## config.mk

```make
export PLATFORM = sky130hd
export DESIGN_NAME = write_gather_buffer
export DESIGN_NICKNAME = d
export VERILOG_FILES = /design/src/rtl/wgb_pkg.sv /design/src/rtl/wgb_slot.sv /design/src/rtl/wgb_data.sv /design/src/rtl/wgb_ctrl.sv /design/src/rtl/write_gather_buffer.sv
export SDC_FILE = /design/constraint.sdc
export NUM_CORES = 1
export LEC_CHECK = 0
export BUFFER_PORTS_ARGS = -buffer_cell sky130_fd_sc_hd__buf_4
export CAP_MARGIN = 20
export CORE_UTILIZATION = 35
export CTS_BUF_LIST = sky130_fd_sc_hd__clkbuf_16
export DETAILED_ROUTE_END_ITERATION = 10
export GPL_ROUTABILITY_DRIVEN = 1
export HOLD_SLACK_MARGIN = 0.03
export PLACE_DENSITY = 0.63
export SLEW_MARGIN = 20
export SYNTH_ARGS = -nofsm -noshare
export SYNTH_HDL_FRONTEND = slang
export SYNTH_SLANG_ARGS = --single-unit
```

## constraint.sdc

```tcl
create_clock -name clk -period 7.55 [get_ports clk]
set_input_delay 0.755 -clock clk [delete_from_list [all_inputs] [get_ports clk]]
set_output_delay 0.755 -clock clk [all_outputs]
set_load 0.01 [all_outputs]
```

## src/rtl/wgb_pkg.sv

```systemverilog
package wgb_pkg;

  typedef enum logic [1:0] {
    ST_IDLE  = 2'd0,
    ST_OPEN  = 2'd1,
    ST_DRAIN = 2'd2
  } wgbState_e;

  // strobes from control to datapath
  typedef struct packed {
    logic wrEn;     // write the selected slot
    logic wrFresh;  // slot starts a new word (enables replaced, not ORed)
  } wgbStrobe_t;

endpackage

```

## src/rtl/wgb_slot.sv

```systemverilog
module wgb_slot #(
  parameter int DATA_W = 32
) (
  input  logic                clk,
  input  logic                rstN,
  input  logic                we,
  input  logic                fresh,
  input  logic [DATA_W-1:0]   wData,
  input  logic [DATA_W/8-1:0] wBe,
  output logic [DATA_W-1:0]   qData,
  output logic [DATA_W/8-1:0] qBe
);
  localparam int LANES = DATA_W / 8;

  always_ff @(posedge clk) begin
    if (!rstN) begin
      qData <= '0;
      qBe   <= '0;
    end else if (we) begin
      for (int l = 0; l < LANES; l++) begin
        if (wBe[l]) qData[l*8 +: 8] <= wData[l*8 +: 8];
      end
      qBe <= fresh ? wBe : (qBe | wBe);
    end
  end
endmodule

```

## src/rtl/wgb_data.sv

```systemverilog
module wgb_data
  import wgb_pkg::*;
#(
  parameter int DATA_W    = 32,
  parameter int MAX_BEATS = 8
) (
  input  logic                         clk,
  input  logic                         rstN,
  input  wgbStrobe_t                   strobe,
  input  logic [$clog2(MAX_BEATS)-1:0] wrSlot,
  input  logic [$clog2(MAX_BEATS)-1:0] rdSlot,
  input  logic [DATA_W-1:0]            inData,
  input  logic [DATA_W/8-1:0]          inBe,
  output logic [DATA_W-1:0]            memData,
  output logic [DATA_W/8-1:0]          memBe
);
  localparam int LANES = DATA_W / 8;

  logic [DATA_W-1:0] slotData [MAX_BEATS];
  logic [LANES-1:0]  slotBe   [MAX_BEATS];

  for (genvar s = 0; s < MAX_BEATS; s++) begin : g_slot
    logic slotWe;
    assign slotWe = strobe.wrEn && (wrSlot == s);
    wgb_slot #(.DATA_W(DATA_W)) i_slot (
      .clk   (clk),
      .rstN  (rstN),
      .we    (slotWe),
      .fresh (strobe.wrFresh),
      .wData (inData),
      .wBe   (inBe),
      .qData (slotData[s]),
      .qBe   (slotBe[s])
    );
  end

  assign memData = slotData[rdSlot];
  assign memBe   = slotBe[rdSlot];
endmodule

```

## src/rtl/wgb_ctrl.sv

```systemverilog
module wgb_ctrl
  import wgb_pkg::*;
#(
  parameter int ADDR_W      = 30,
  parameter int MAX_BEATS   = 8,
  parameter int GATHER_ATTR = 7
) (
  input  logic                           clk,
  input  logic                           rstN,
  input  logic                           inValid,
  input  logic [ADDR_W-1:0]              inAddr,
  input  logic                           inCached,
  input  logic [2:0]                     inAttr,
  input  logic                           flush,
  input  logic                           memReady,
  output logic                           inReady,
  output logic                           memValid,
  output logic [ADDR_W-1:0]              memStartAddr,
  output logic [$clog2(MAX_BEATS):0]     memBeats,
  output logic                           memLast,
  output logic                           entryOpen,
  output wgbStrobe_t                     strobe,
  output logic [$clog2(MAX_BEATS)-1:0]   wrSlot,
  output logic [$clog2(MAX_BEATS)-1:0]   rdSlot
);
  localparam int OFF_W = $clog2(MAX_BEATS);
  localparam int CNT_W = OFF_W + 1;

  wgbState_e         state, stateNxt;
  logic [ADDR_W-1:0] startAddr, startNxt;
  logic [OFF_W-1:0]  lastOff, lastOffNxt;
  logic [OFF_W-1:0]  beatIdx, beatNxt;

  logic              eligible, hitSame, hitNext;
  logic [ADDR_W-1:0] lastAddr, nextAddr;

  assign eligible = inCached || (inAttr == 3'(GATHER_ATTR));
  assign lastAddr = startAddr + ADDR_W'(lastOff);
  assign nextAddr = lastAddr + ADDR_W'(1);
  assign hitSame  = (inAddr == lastAddr);
  assign hitNext  = (inAddr == nextAddr) && (inAddr[OFF_W-1:0] != '0);

  always_comb begin
    stateNxt   = state;
    startNxt   = startAddr;
    lastOffNxt = lastOff;
    beatNxt    = beatIdx;
    inReady    = 1'b0;
    strobe     = '0;
    wrSlot     = '0;
    unique case (state)
      ST_IDLE: begin
        inReady = !flush;
        if (inValid && !flush) begin
          strobe.wrEn    = 1'b1;
          strobe.wrFresh = 1'b1;
          wrSlot         = '0;
          startNxt       = inAddr;
          lastOffNxt     = '0;
          beatNxt        = '0;
          stateNxt       = eligible ? ST_OPEN : ST_DRAIN;
        end
      end
      ST_OPEN: begin
        if (flush) begin
          beatNxt  = '0;
          stateNxt = ST_DRAIN;
        end else if (inValid) begin
          if (eligible && hitSame) begin
            inReady        = 1'b1;
            strobe.wrEn    = 1'b1;
            strobe.wrFresh = 1'b0;
            wrSlot         = lastOff;
          end else if (eligible && hitNext) begin
            inReady        = 1'b1;
            strobe.wrEn    = 1'b1;
            strobe.wrFresh = 1'b1;
            wrSlot         = lastOff + OFF_W'(1);
            lastOffNxt     = lastOff + OFF_W'(1);
          end else begin
            beatNxt  = '0;
            stateNxt = ST_DRAIN;
          end
        end
      end
      ST_DRAIN: begin
        if (memReady) begin
          if (beatIdx == lastOff) stateNxt = ST_IDLE;
          else                    beatNxt  = beatIdx + OFF_W'(1);
        end
      end
      default: stateNxt = ST_IDLE;
    endcase
  end

  always_ff @(posedge clk) begin
    if (!rstN) begin
      state     <= ST_IDLE;
      startAddr <= '0;
      lastOff   <= '0;
      beatIdx   <= '0;
    end else begin
      state     <= stateNxt;
      startAddr <= startNxt;
      lastOff   <= lastOffNxt;
      beatIdx   <= beatNxt;
    end
  end

  assign memValid     = (state == ST_DRAIN);
  assign memStartAddr = startAddr;
  assign memBeats     = CNT_W'(lastOff) + CNT_W'(1);
  assign memLast      = memValid && (beatIdx == lastOff);
  assign rdSlot       = beatIdx;
  assign entryOpen    = (state == ST_OPEN);
endmodule

```

## src/rtl/write_gather_buffer.sv

```systemverilog
module write_gather_buffer
  import wgb_pkg::*;
#(
  parameter int ADDR_W      = 30,
  parameter int DATA_W      = 32,
  parameter int MAX_BEATS   = 8,
  parameter int GATHER_ATTR = 7
) (
  input  logic                       clk,
  input  logic                       rstN,
  input  logic                       inValid,
  output logic                       inReady,
  input  logic [ADDR_W-1:0]          inAddr,
  input  logic [DATA_W-1:0]          inData,
  input  logic [DATA_W/8-1:0]        inBe,
  input  logic                       inCached,
  input  logic [2:0]                 inAttr,
  input  logic                       flush,
  output logic                       memValid,
  input  logic                       memReady,
  output logic [ADDR_W-1:0]          memStartAddr,
  output logic [$clog2(MAX_BEATS):0] memBeats,
  output logic [DATA_W-1:0]          memData,
  output logic [DATA_W/8-1:0]        memBe,
  output logic                       memLast
);
  localparam int OFF_W = $clog2(MAX_BEATS);

  wgbStrobe_t       strobe;
  logic [OFF_W-1:0] wrSlot, rdSlot;
  logic             entryOpen;

  wgb_ctrl #(
    .ADDR_W(ADDR_W), .MAX_BEATS(MAX_BEATS), .GATHER_ATTR(GATHER_ATTR)
  ) i_ctrl (
    .clk          (clk),
    .rstN         (rstN),
    .inValid      (inValid),
    .inAddr       (inAddr),
    .inCached     (inCached),
    .inAttr       (inAttr),
    .flush        (flush),
    .memReady     (memReady),
    .inReady      (inReady),
    .memValid     (memValid),
    .memStartAddr (memStartAddr),
    .memBeats     (memBeats),
    .memLast      (memLast),
    .entryOpen    (entryOpen),
    .strobe       (strobe),
    .wrSlot       (wrSlot),
    .rdSlot       (rdSlot)
  );

  wgb_data #(.DATA_W(DATA_W), .MAX_BEATS(MAX_BEATS)) i_data (
    .clk     (clk),
    .rstN    (rstN),
    .strobe  (strobe),
    .wrSlot  (wrSlot),
    .rdSlot  (rdSlot),
    .inData  (inData),
    .inBe    (inBe),
    .memData (memData),
    .memBe   (memBe)
  );
endmodule

```

==> results of run 1 <==
==> flip-flops by register name (all words and copies together) (netlist names) <==
| register | count |
|---|---|
| i_ctrl.lastOff | 3 |
| i_ctrl.memStartAddr | 30 |
| i_ctrl.rdSlot | 3 |
| i_ctrl.state | 2 |
| i_data.g_slot.i_slot.qBe | 32 |
| i_data.g_slot.i_slot.qData | 256 |
==> metrics by stage <==
step	util [%]	area, µm²	hold slack, ps
2_1_floorplan	-	17700	420
3_3_place_gp	38.6	19300	428
3_5_place_dp	38.6	19300	441
4_1_cts	41.1	20600	422
5_1_grt	41.1	20600	435
6_report	41.1	20600	444
==> power by group through the flow <==
stage | sequential (W) | clock [W] | combinational (W)
after floorplan | 0.00179 | 0 | 0.000189
after global placement | 0.00180 | 0 | 0.000302
after detailed placement | 0.00180 | 0 | 0.000306
after CTS | 0.00176 | 0.00195 | 0.000308
after global routing | 0.00176 | 0.00202 | 0.000333
final | 0.00176 | 0.00191 | 0.000309
==> cell type report <==
class	count	area, µm²	share of cell area (%)
multi-input combinational	1364	10500	51.0
sequential	326	6540	31.7
timing repair buffer	173	1310	6.34
clock buffer	38	951	4.62
tap	672	841	4.08
clock inverter	29	329	1.60
inverter	36	135	0.656
antenna	3	7.51	0.0364
==> placed cells by master (no fill, tap or decap), types with 11 or more instances in the layout <==
cell type  Yosys  layout
dfxtp_1      326     323
clkinv_1       1      11
nand3_1       52      52
o21a_1        18      18
nand2_1      369     368
nor2_1        36      34
inv_1         35      38
nor3_1        38      38
o2bb2ai_1     11      11
mux4_2        72      72
and3_1        18      18
mux2_2        37      37
clkbuf_16      0      38
xor2_1        24      24
o21ai_0       52      52
mux2i_1      228     228
and4_1        14      14
nor4_1        16      14
xnor2_1       46      46
a21oi_1       78      78
nand4_1       22      22
buf_4          5     172
==> kinds of logic after synthesis <==
logic type                 count (synthesis)  share of synthesized area [%]
AOI/OAI and AO/OA                        272                           10.8
muxes                                    337                           24.4
DFF                                      326                           36.8
and+or+nand+nor                          673                           19.1
xor gates and xnor gates                  75                           4.06
adders and majority gates                  7                          0.536
buffers and inverters                    178                           4.27
==> Yosys cell counts, types with 6 or more instances <==
cell type	number	area share (%)
inv_1	35	0.74
or2_2	7	0.25
or4_1	6	0.25
nand2b_1	9	0.32
o211a_1	7	0.40
nand2_1	369	7.8
ha_1	6	0.42
dfxtp_1	326	37
nor3b_1	8	0.34
nand4_1	22	0.78
mux4_2	72	9.1
mux2_2	37	2.3
a21oi_1	78	2.2
nand4b_1	6	0.30
and2_1	7	0.25
a22o_1	8	0.40
xnor2_1	46	2.3
nor2b_1	10	0.35
clkbuf_1	89	1.9
nor4b_1	9	0.44
o21ai_0	52	1.5
o211ai_1	7	0.30
and3_1	18	0.64
mux2i_1	228	13
o21a_1	18	0.76
buf_1	7	0.15
nor3_1	38	1.1
nor4_1	16	0.56
nand3b_1	6	0.25
or3_1	7	0.25
o2bb2ai_1	11	0.54
nand3_1	52	1.5
buf_2	37	1.0
and4_1	14	0.69
a31oi_1	6	0.21
xor2_1	24	1.2
nor2_1	36	0.76
==> worst reg2reg max path, delay by kind of cell (launching register included) <==
| family | cells | cell delay, ps |
|---|---|---|
| AOI/OAI and AO/OA | 2 | 920 |
| adders and majority gates | 2 | 780 |
| DFF | 1 | 670 |
| buffers and inverters | 1 | 70 |
| xor gates and xnor gates | 1 | 260 |
| and+or+nand+nor | 8 | 3350 |
| muxes | 2 | 480 |
==> metal layers <==
layer | GRT usage [%] | vias up | share of wire, %
met5 | 0 | - | 0.050
met4 | 6.34 | 4 | 2.4
met3 | 3.43 | 82 | 5.4
met2 | 32.7 | 429 | 47
met1 | 26.6 | 7284 | 45
li1 | - | 6928 | -
==> worst max path at each step <==
stage | end | cells after the start | startpoint
floorplan | inReady | 16 | i_ctrl.lastOff[0]
global placement | i_data.g_slot[5].i_slot.qBe[1] | 16 | i_ctrl.lastOff[0]
detailed placement | i_data.g_slot[5].i_slot.qBe[1] | 16 | i_ctrl.lastOff[0]
CTS | inReady | 16 | i_ctrl.lastOff[0]
global route | inReady | 16 | i_ctrl.lastOff[0]
finish | inReady | 16 | i_ctrl.lastOff[0]
==> flow_metrics.py, run 1 <==
metrics = {
    "floorplanning": {
        "die_w_um": 227,
        "fp-row-count": 82,
        "fp.coreArea_um2": 50100,
        "initial_core_util_pct": 35.4,
        "die_y_um": 227,
        "die_area_um2": 51600,
        "io_pins": 148,
    },
    "sta": {
        "max_slew.worst_pin.slew_ps": 1090,
        "timing.final.max_slew_violations": 0,
        "period_minus_slack_ps": 7180,
        "setup_violations": 0,
        "hold_viol": 0,
        "post-route-period-util_pct": 95.1,
        "rsz0062_at_grt": "false",
        "skew_ps": 36.0,
        "max_freq_mhz": 139,
        "relSlewSlack_pct": 26.8,
        "setup_ws_ps": 373,
        "finalSetupTns_ps": 0,
    },
    "power": {
        "switching_power_w": 0.000960,
        "p_int_w": 0.00302,
        "powerDensity_nw_per_um2": 193,
        "swShare_pct": 24.1,
        "pwr-share-seq_pct": 44.3,
        "pwr-share-clk_pct": 48.0,
        "pwr-share-comb_pct": 7.8,
        "total_power_w": 0.00398,
        "irDropWorstVdd_mv": 0.144,
        "p_leak_nw": 7.50,
    },
    "finish": {
        "fin_cells": 2641,
        "fillers": 4948,
        "nNetsFinal": 2020,
        "drive_above_1_share_pct": 20.1,
        "synthToLayoutAreaGrowth_pct": 16.2,
    },
    "logic_synthesis": {
        "ys_ff_latch": 326,
        "synth_edf_count": 0,
        "synthArstFlopShare_pct": 0,
        "synthesis.nets": 1950,
        "ys.flop_type": "dfxtp_1",
        "ys_seq_area_share_pct": 36.8,
        "synth.distinct_cells": 98,
        "syn_inst": 1868,
        "yosysWarnings": 0,
        "syn_avg_cell_area_um2": 9.49,
        "syn_area_um2": 17700,
    },
    "clock_tree": {
        "cts.clk_slew.worst_paths_ps": 60,
        "hold_buffers": 0,
        "cts-root-buf": "clkbuf_16",
        "cts_buffers": 37,
        "cts_max_level": 2,
        "clk_latency_ps": 570,
        "cts_tree": "done",
        "cts_sinks": 326,
        "cts_setup_buffers": 0,
        "cts_resized": 0,
        "cts_max_path_buffers": 3,
    },
    "worst_setup_path": {
        "regToRegSetupSlack_ps": 950,
        "cpLargestDelayFamily": "simple AND/OR/NAND/NOR gates",
        "max_stage_delay_ps": 670,
        "crit_arrival_ps": 6420,
        "critPathRequiredTime_ps": 6800,
        "r2r_start": "i_ctrl.lastOff[0]",
        "critPathSlowestCell": "dfxtp_1",
        "critical_path.startpoint_type": "flop",
        "path_buf_inv": 2,
        "rr_endpoint": "i_data.g_slot[7].i_slot.qData[3]",
        "cp-end-kind": "output port",
        "r2r_cells": 16,
        "critPathKind": "flop to output port",
        "crit_fanout": 16,
        "path_cells": "ha_1, inv_1, fa_1, nand2b_1, a2111oi_0, xnor2_1, or2_2, nor4_1, nand4_1, mux2i_1, nor3b_1, nor2_4, nor3_1, o21ai_0, a211oi_1, buf_4",
    },
    "place": {
        "routabilityCongestion": 0.923,
        "dp_slack_ps": 957,
        "port_buffers": 147,
        "place_inst": 2571,
        "hpwlAfterDp_mm": 35.6,
    },
    "flow_run": {
        "cap_violations": 0,
    },
    "global_routing": {
        "overflow": 0,
        "grt_max_degree": 92,
        "antenna_found_initial": 5,
        "globalRouteTotalUtil_pct": 19.9,
        "grt_pass1_wl_mm": 81.0,
        "grt_pass1_vias": 14400,
    },
    "route": {
        "drtAntennaViolNets": 0,
        "drt-pass1-iter-count": 8,
        "drt-total-wl_mm": 52.1,
        "drc": 2,
        "drt_iter0_drc": 1110,
        "via_per_inst": 5.58,
        "wl_per_cell_um": 19.7,
        "vias": 14727,
    },
    "status": {
        "status": "finished, violations left",
        "violations": "DRC",
    },
    "hold_path": {
        "hold_end": "i_ctrl.memStartAddr[29]",
        "min_from": "inAddr[29]",
        "min_path_type": "primary input to flop",
        "holdPathStages": 3,
    },
}
Note: power is estimated with default switching activity, not from simulation.
==> run 2, diff against run 1 <==
- RECOVER_POWER: not set -> 25
==> run 2 against run 1 <==
The flow finishes with violations (DRC, capacitance limit, slew limit). Flip-flop and latch count did not move. Worst hold slack improved by 2.7 ps. First-iteration DRC count rose by 6.0%. Critical path depth did not move. Die area did not move. Cell area fell by 0.95%. Combinational power fell by 3%. Routed wire length fell by 0.17%. Clock-buffer cell count did not move. Setup slack improved by 57 ps. Critical endpoint unchanged. Fmax rose by 0.81%. Via count barely moved.
==> flow_metrics.py, run 2 (synthesis gave the netlist of run 1 again) <==
metrics = {
    "power": {
        "p_leak_nw": 7.31,
        "powerDensity_nw_per_um2": 194,
        "total_power_w": 0.00396,
        "irDropWorstVdd_mv": 0.142,
    },
    "route": {
        "drt_iter0_drc": 1177,
        "drt-total-wl_mm": 52.0,
        "vias": 14715,
        "drt-pass1-iter-count": 8,
        "wl_per_cell_um": 19.7,
        "drtAntennaViolNets": 0,
        "drc": 2,
        "via_per_inst": 5.57,
    },
    "global_routing": {
        "globalRouteTotalUtil_pct": 19.9,
        "overflow": 0,
        "grt_max_degree": 92,
        "grt_pass1_vias": 14400,
        "grt_pass1_wl_mm": 81.0,
        "antenna_found_initial": 5,
    },
    "floorplanning": {
        "fp-row-count": 82,
        "die_y_um": 227,
        "initial_core_util_pct": 35.4,
        "fp.coreArea_um2": 50100,
        "io_pins": 148,
        "die_w_um": 227,
        "die_area_um2": 51600,
    },
    "finish": {
        "largest_register": "i_data.g_slot.i_slot.qData",
        "multiInputGateArea_um2": 10500,
        "fillers": 5022,
        "layout_common_cells": "nand2_1, dfxtp_1, mux2i_1",
        "largest_register_ffs": 256,
        "synthToLayoutAreaGrowth_pct": 15.1,
        "fin_util_pct": 40.8,
        "nNetsFinal": 2020,
        "drive_above_1_share_pct": 16.6,
        "final_common_cell": "nand2_1",
        "regArea_um2": 6530,
    },
    "sta": {
        "period_minus_slack_ps": 7120,
        "max_freq_mhz": 140,
        "timing.final.max_slew_violations": 78,
        "whs_ps": 446,
        "setup_violations": 0,
        "finalSetupTns_ps": 0,
        "skew_ps": 33.9,
        "hold_viol": 0,
        "max_slew.worst_pin.slew_ps": 2110,
        "post-route-period-util_pct": 94.3,
        "rsz0062_at_grt": "false",
        "relSlewSlack_pct": -40.7,
    },
    "clock_tree": {
        "cts-root-buf": "clkbuf_16",
        "cts.clk_slew.worst_paths_ps": 60,
        "cts_tree": "done",
        "cts_max_level": 2,
        "hold_buffers": 0,
        "cts_setup_buffers": 0,
        "cts_max_path_buffers": 3,
        "clk_latency_ps": 570,
        "cts_resized": 0,
        "cts_buffers": 37,
        "cts_sinks": 326,
    },
    "flow_run": {
        "cap_violations": 2,
    },
    "place": {
        "routabilityCongestion": 0.923,
        "port_buffers": 147,
        "hpwlAfterDp_mm": 35.6,
    },
    "status": {
        "violations": "DRC, capacitance limit, slew limit",
        "status": "finished, violations left",
    },
    "worst_setup_path": {
        "crit_fanout": 16,
        "critPathRequiredTime_ps": 6800,
        "critical_path.startpoint_type": "flop",
        "critPathKind": "flop to output port",
        "cp-end-kind": "output port",
        "crit_arrival_ps": 6370,
    },
    "hold_path": {
        "min_path_type": "primary input to flop",
    },
}
==> run 2: cell types whose count changed in the layout (fill, tap and decap cells not counted), moves of 17 or more <==
cell      previous run  this run
clkbuf_1             0        50
mux2_2              37        20
buf_4              172       121
mux2_1               0        17
==> run 2: area by class of cell <==
| class | count | share of cell area (%) |
|---|---|---|
| multi-input cells | 1364 | 51.4 |
| flip-flops and latches | 326 | 32.0 |
| repair buffers | 173 | 5.47 |
| clock buffers | 38 | 4.66 |
| well taps | 672 | 4.12 |
| clock inverters | 29 | 1.61 |
| inverters | 36 | 0.662 |
| diodes | 3 | 0.0368 |
==> run 2: path summary, 6_finish.rpt <==
kind	startpoint	endpoint	slack (ps)	cells past startpoint
max	i_ctrl.lastOff[0]	inReady	430	16
min	inAddr[29]	i_ctrl.memStartAddr[29]	450	3
max reg2reg	i_ctrl.lastOff[0]	i_data.g_slot[2].i_slot.qBe[0]	990	16
min reg2reg	i_data.g_slot[2].i_slot.qBe[3]	i_data.g_slot[2].i_slot.qBe[3]	450	2
==> run 2: where the power goes <==
part,switching [W],total [W],internal (W)
Clock,0.000747,0.00190,0.00116
Sequential,0.0000252,0.00176,0.00174
Combinational,0.000184,0.000299,0.000115
==> run 2: critical path: stages, from the launching register on <==
cell,delay [ps]
dfxtp_1,680
ha_1,310
inv_1,70
fa_1,470
nand2b_1,290
a2111oi_0,610
xnor2_1,260
or2_2,400
nor4_1,290
nand4_1,270
mux2i_1,180
nor3b_1,420
nor2_4,190
nor3_1,540
o21ai_0,170
a211oi_1,470
buf_4,210
==> run 2: routing by layer <==
metal	global-route usage, %	vias to the layer above	routed length, µm
met5	0	-	26
met4	6.34	4	1320
met1	26.6	7260	23300
met3	3.43	79	2910
met2	32.7	443	24500
li1	-	6929	-
==> run 2: per-stage QoR <==
| step | setup slack [ps] | cells | instance area (µm²) |
|---|---|---|---|
| 2_1_floorplan | 2500 | 1868 | 17700 |
| 3_3_place_gp | 1050 | 2571 | 19300 |
| 3_5_place_dp | 957 | 2571 | 19300 |
| 4_1_cts | 462 | 2638 | 20600 |
| 5_1_grt | 6.13 | 2641 | 20400 |
| 6_report | 430 | 2641 | 20400 |
==> run 3, diff against run 2 <==
- CELL_PAD_IN_SITES_DETAIL_PLACEMENT: not set -> 1
- CELL_PAD_IN_SITES_GLOBAL_PLACEMENT: not set -> 1
- PLACE_DENSITY: 0.63 -> 0.75
- SETUP_SLACK_MARGIN: not set -> 0.02
==> run 3 against run 2 <==
The flow finishes with violations (capacitance limit, slew limit). Setup slack gained 94 ps. Worst hold slack gained 1.5 ps. Clock-buffer cell count increased by 2. Clock power down 2%. Cell area is essentially flat. Via count increased by 1.6%. First-iteration DRC count grew 3.9%. Clock skew is 8.8 ps lower. Cell count rose by 0.27%. Sequential power about the same. Largest cell class unchanged. Register-to-register slack about the same. Flip-flop and latch count is the same.
==> flow_metrics.py, run 3 (synthesis gave the netlist of run 1 again) <==
metrics = {
    "status": {
        "status": "finished, violations left",
        "violations": "capacitance limit, slew limit",
    },
    "global_routing": {
        "overflow": 0,
        "grt_max_degree": 204,
        "antenna_found_initial": 4,
        "globalRouteTotalUtil_pct": 21.9,
        "grt_pass1_wl_mm": 88.6,
        "grt_pass1_vias": 15729,
    },
    "worst_setup_path": {
        "critPathKind": "flop to output port",
        "critical_path.startpoint_type": "flop",
        "path_cells": "ha_1, inv_1, fa_1, nand2b_1, a2111oi_0, xnor2_1, or2_2, nor4_1, nand4_1, mux2i_1, nor3b_1, nor2_4, nor3_1, o21ai_0, a211oi_1, buf_4",
        "critPathRequiredTime_ps": 6800,
        "regToRegSetupSlack_ps": 980,
        "r2r_cells": 17,
        "r2r_start": "i_ctrl.lastOff[0]",
        "max_stage_delay_ps": 620,
        "cp-end-kind": "output port",
        "rr_endpoint": "i_data.g_slot[2].i_slot.qData[4]",
        "crit_fanout": 16,
        "crit_arrival_ps": 6270,
        "critPathSlowestCell": "dfxtp_1",
    },
    "sta": {
        "relSlewSlack_pct": -210,
        "timing.final.max_slew_violations": 247,
        "skew_ps": 25.2,
        "rsz0062_at_grt": "false",
        "finalSetupTns_ps": 0,
        "max_freq_mhz": 142,
        "setup_violations": 0,
        "max_slew.worst_pin.slew_ps": 4640,
        "period_minus_slack_ps": 7030,
        "post-route-period-util_pct": 93.1,
        "hold_viol": 0,
    },
    "power": {
        "p_leak_nw": 7.32,
        "irDropWorstVdd_mv": 0.150,
        "powerDensity_nw_per_um2": 192,
    },
    "clock_tree": {
        "hold_buffers": 0,
        "cts.clk_slew.worst_paths_ps": 60,
        "cts_max_path_buffers": 3,
        "cts_resized": 0,
        "cts_buffers": 39,
        "clk_latency_ps": 570,
        "cts-root-buf": "clkbuf_16",
        "cts_max_level": 2,
        "cts_setup_buffers": 0,
        "cts_sinks": 326,
        "cts_tree": "done",
    },
    "finish": {
        "layout_common_cells": "nand2_1, dfxtp_1, mux2i_1",
        "drive_above_1_share_pct": 16.5,
        "largest_register": "i_data.g_slot.i_slot.qData",
        "synthToLayoutAreaGrowth_pct": 15.0,
        "nNetsFinal": 2026,
        "final_common_cell": "nand2_1",
        "largest_register_ffs": 256,
        "fin_util_pct": 40.7,
        "fin_cells": 2648,
    },
    "hold_path": {
        "min_path_type": "flop to flop",
        "hold_end": "i_data.g_slot[2].i_slot.qBe[1]",
        "holdPathStages": 2,
        "min_from": "i_data.g_slot[2].i_slot.qBe[1]",
    },
    "route": {
        "via_per_inst": 5.65,
        "drt_iter0_drc": 1223,
        "drtAntennaViolNets": 0,
        "drt-total-wl_mm": 56.5,
        "drc": 0,
        "vias": 14950,
        "wl_per_cell_um": 21.3,
        "drt-pass1-iter-count": 6,
    },
    "place": {
        "routabilityCongestion": 0.913,
        "place_inst": 2575,
        "hpwlAfterDp_mm": 38.4,
        "port_buffers": 147,
    },
    "floorplanning": {
        "die_y_um": 227,
        "die_w_um": 227,
        "io_pins": 148,
        "fp-row-count": 82,
        "initial_core_util_pct": 35.4,
        "die_area_um2": 51600,
        "fp.coreArea_um2": 50100,
    },
    "flow_run": {
        "cap_violations": 4,
    },
}
## run 3: changes by cell type in the layout (fill, tap and decap cells not counted), sizes merged
cell,before,now
buf,122,120
bufinv,7,3
clkbuf,89,97
clkinv,18,16
clkinvlp,0,1
diode,3,1
inv,40,48
## run 3: worst max-delay path by stage
stage / start / depth (start not counted) / slack [ps] / end
after detailed placement: i_ctrl.lastOff[0] / 17 / 1040 / i_data.g_slot[2].i_slot.qBe[0]
after global placement: i_ctrl.lastOff[0] / 17 / 1150 / i_data.g_slot[2].i_slot.qBe[0]
after global routing: i_ctrl.lastOff[0] / 16 / 50 / inReady
final: i_ctrl.lastOff[0] / 16 / 520 / inReady
after CTS: i_ctrl.lastOff[0] / 16 / 520 / inReady
after floorplan: i_ctrl.lastOff[0] / 16 / 2500 / inReady
## run 3: metal layers
metal / GRT usage, % / wire [µm]
met5: 0 / 13
met4: 6.19 / 1160
met3: 3.78 / 2670
met2: 37.3 / 27600
met1: 28.3 / 25100
## run 3: power by group
| part | switching [W] | internal, W | total, W |
|---|---|---|---|
| Sequential | 0.0000259 | 0.00174 | 0.00176 |
| Clock | 0.000789 | 0.00107 | 0.00186 |
| Combinational | 0.000186 | 0.000114 | 0.000300 |
## run 3: critical path, delay by kind of cell, from the launching register on
kind,cells,cell delay (ps)
fa+ha+maj,2,780
buf+inv,2,280
xor+xnor,1,250
simple gates,7,2410
flops,1,620
compound gates,3,1160
mux,1,190
## run 3: final cells by class
cell class	count	area, µm²
Tap cell	672	841
Fill cell	5783	29700
Multi-Input combinational cell	1364	10500
Clock inverter	32	255
Inverter	36	135
Clock buffer	40	1000
Timing Repair Buffer	177	1130
Antenna cell	1	2.50
Sequential cell	326	6530
## run 3: through the flow
| stage | setup slack (ps) | total power (W) | hold slack (ps) | area [µm²] |
|---|---|---|---|---|
| 4_1_cts | 521 | 0.00396 | 429 | 20600 |
| 3_5_place_dp | 1040 | 0.00211 | 441 | 19400 |
| 5_1_grt | 49.4 | 0.00406 | 442 | 20400 |
| 6_report | 524 | 0.00392 | 448 | 20400 |
| 2_1_floorplan | 2500 | 0.00198 | 420 | 17700 |
| 3_3_place_gp | 1150 | 0.00210 | 429 | 19400 |
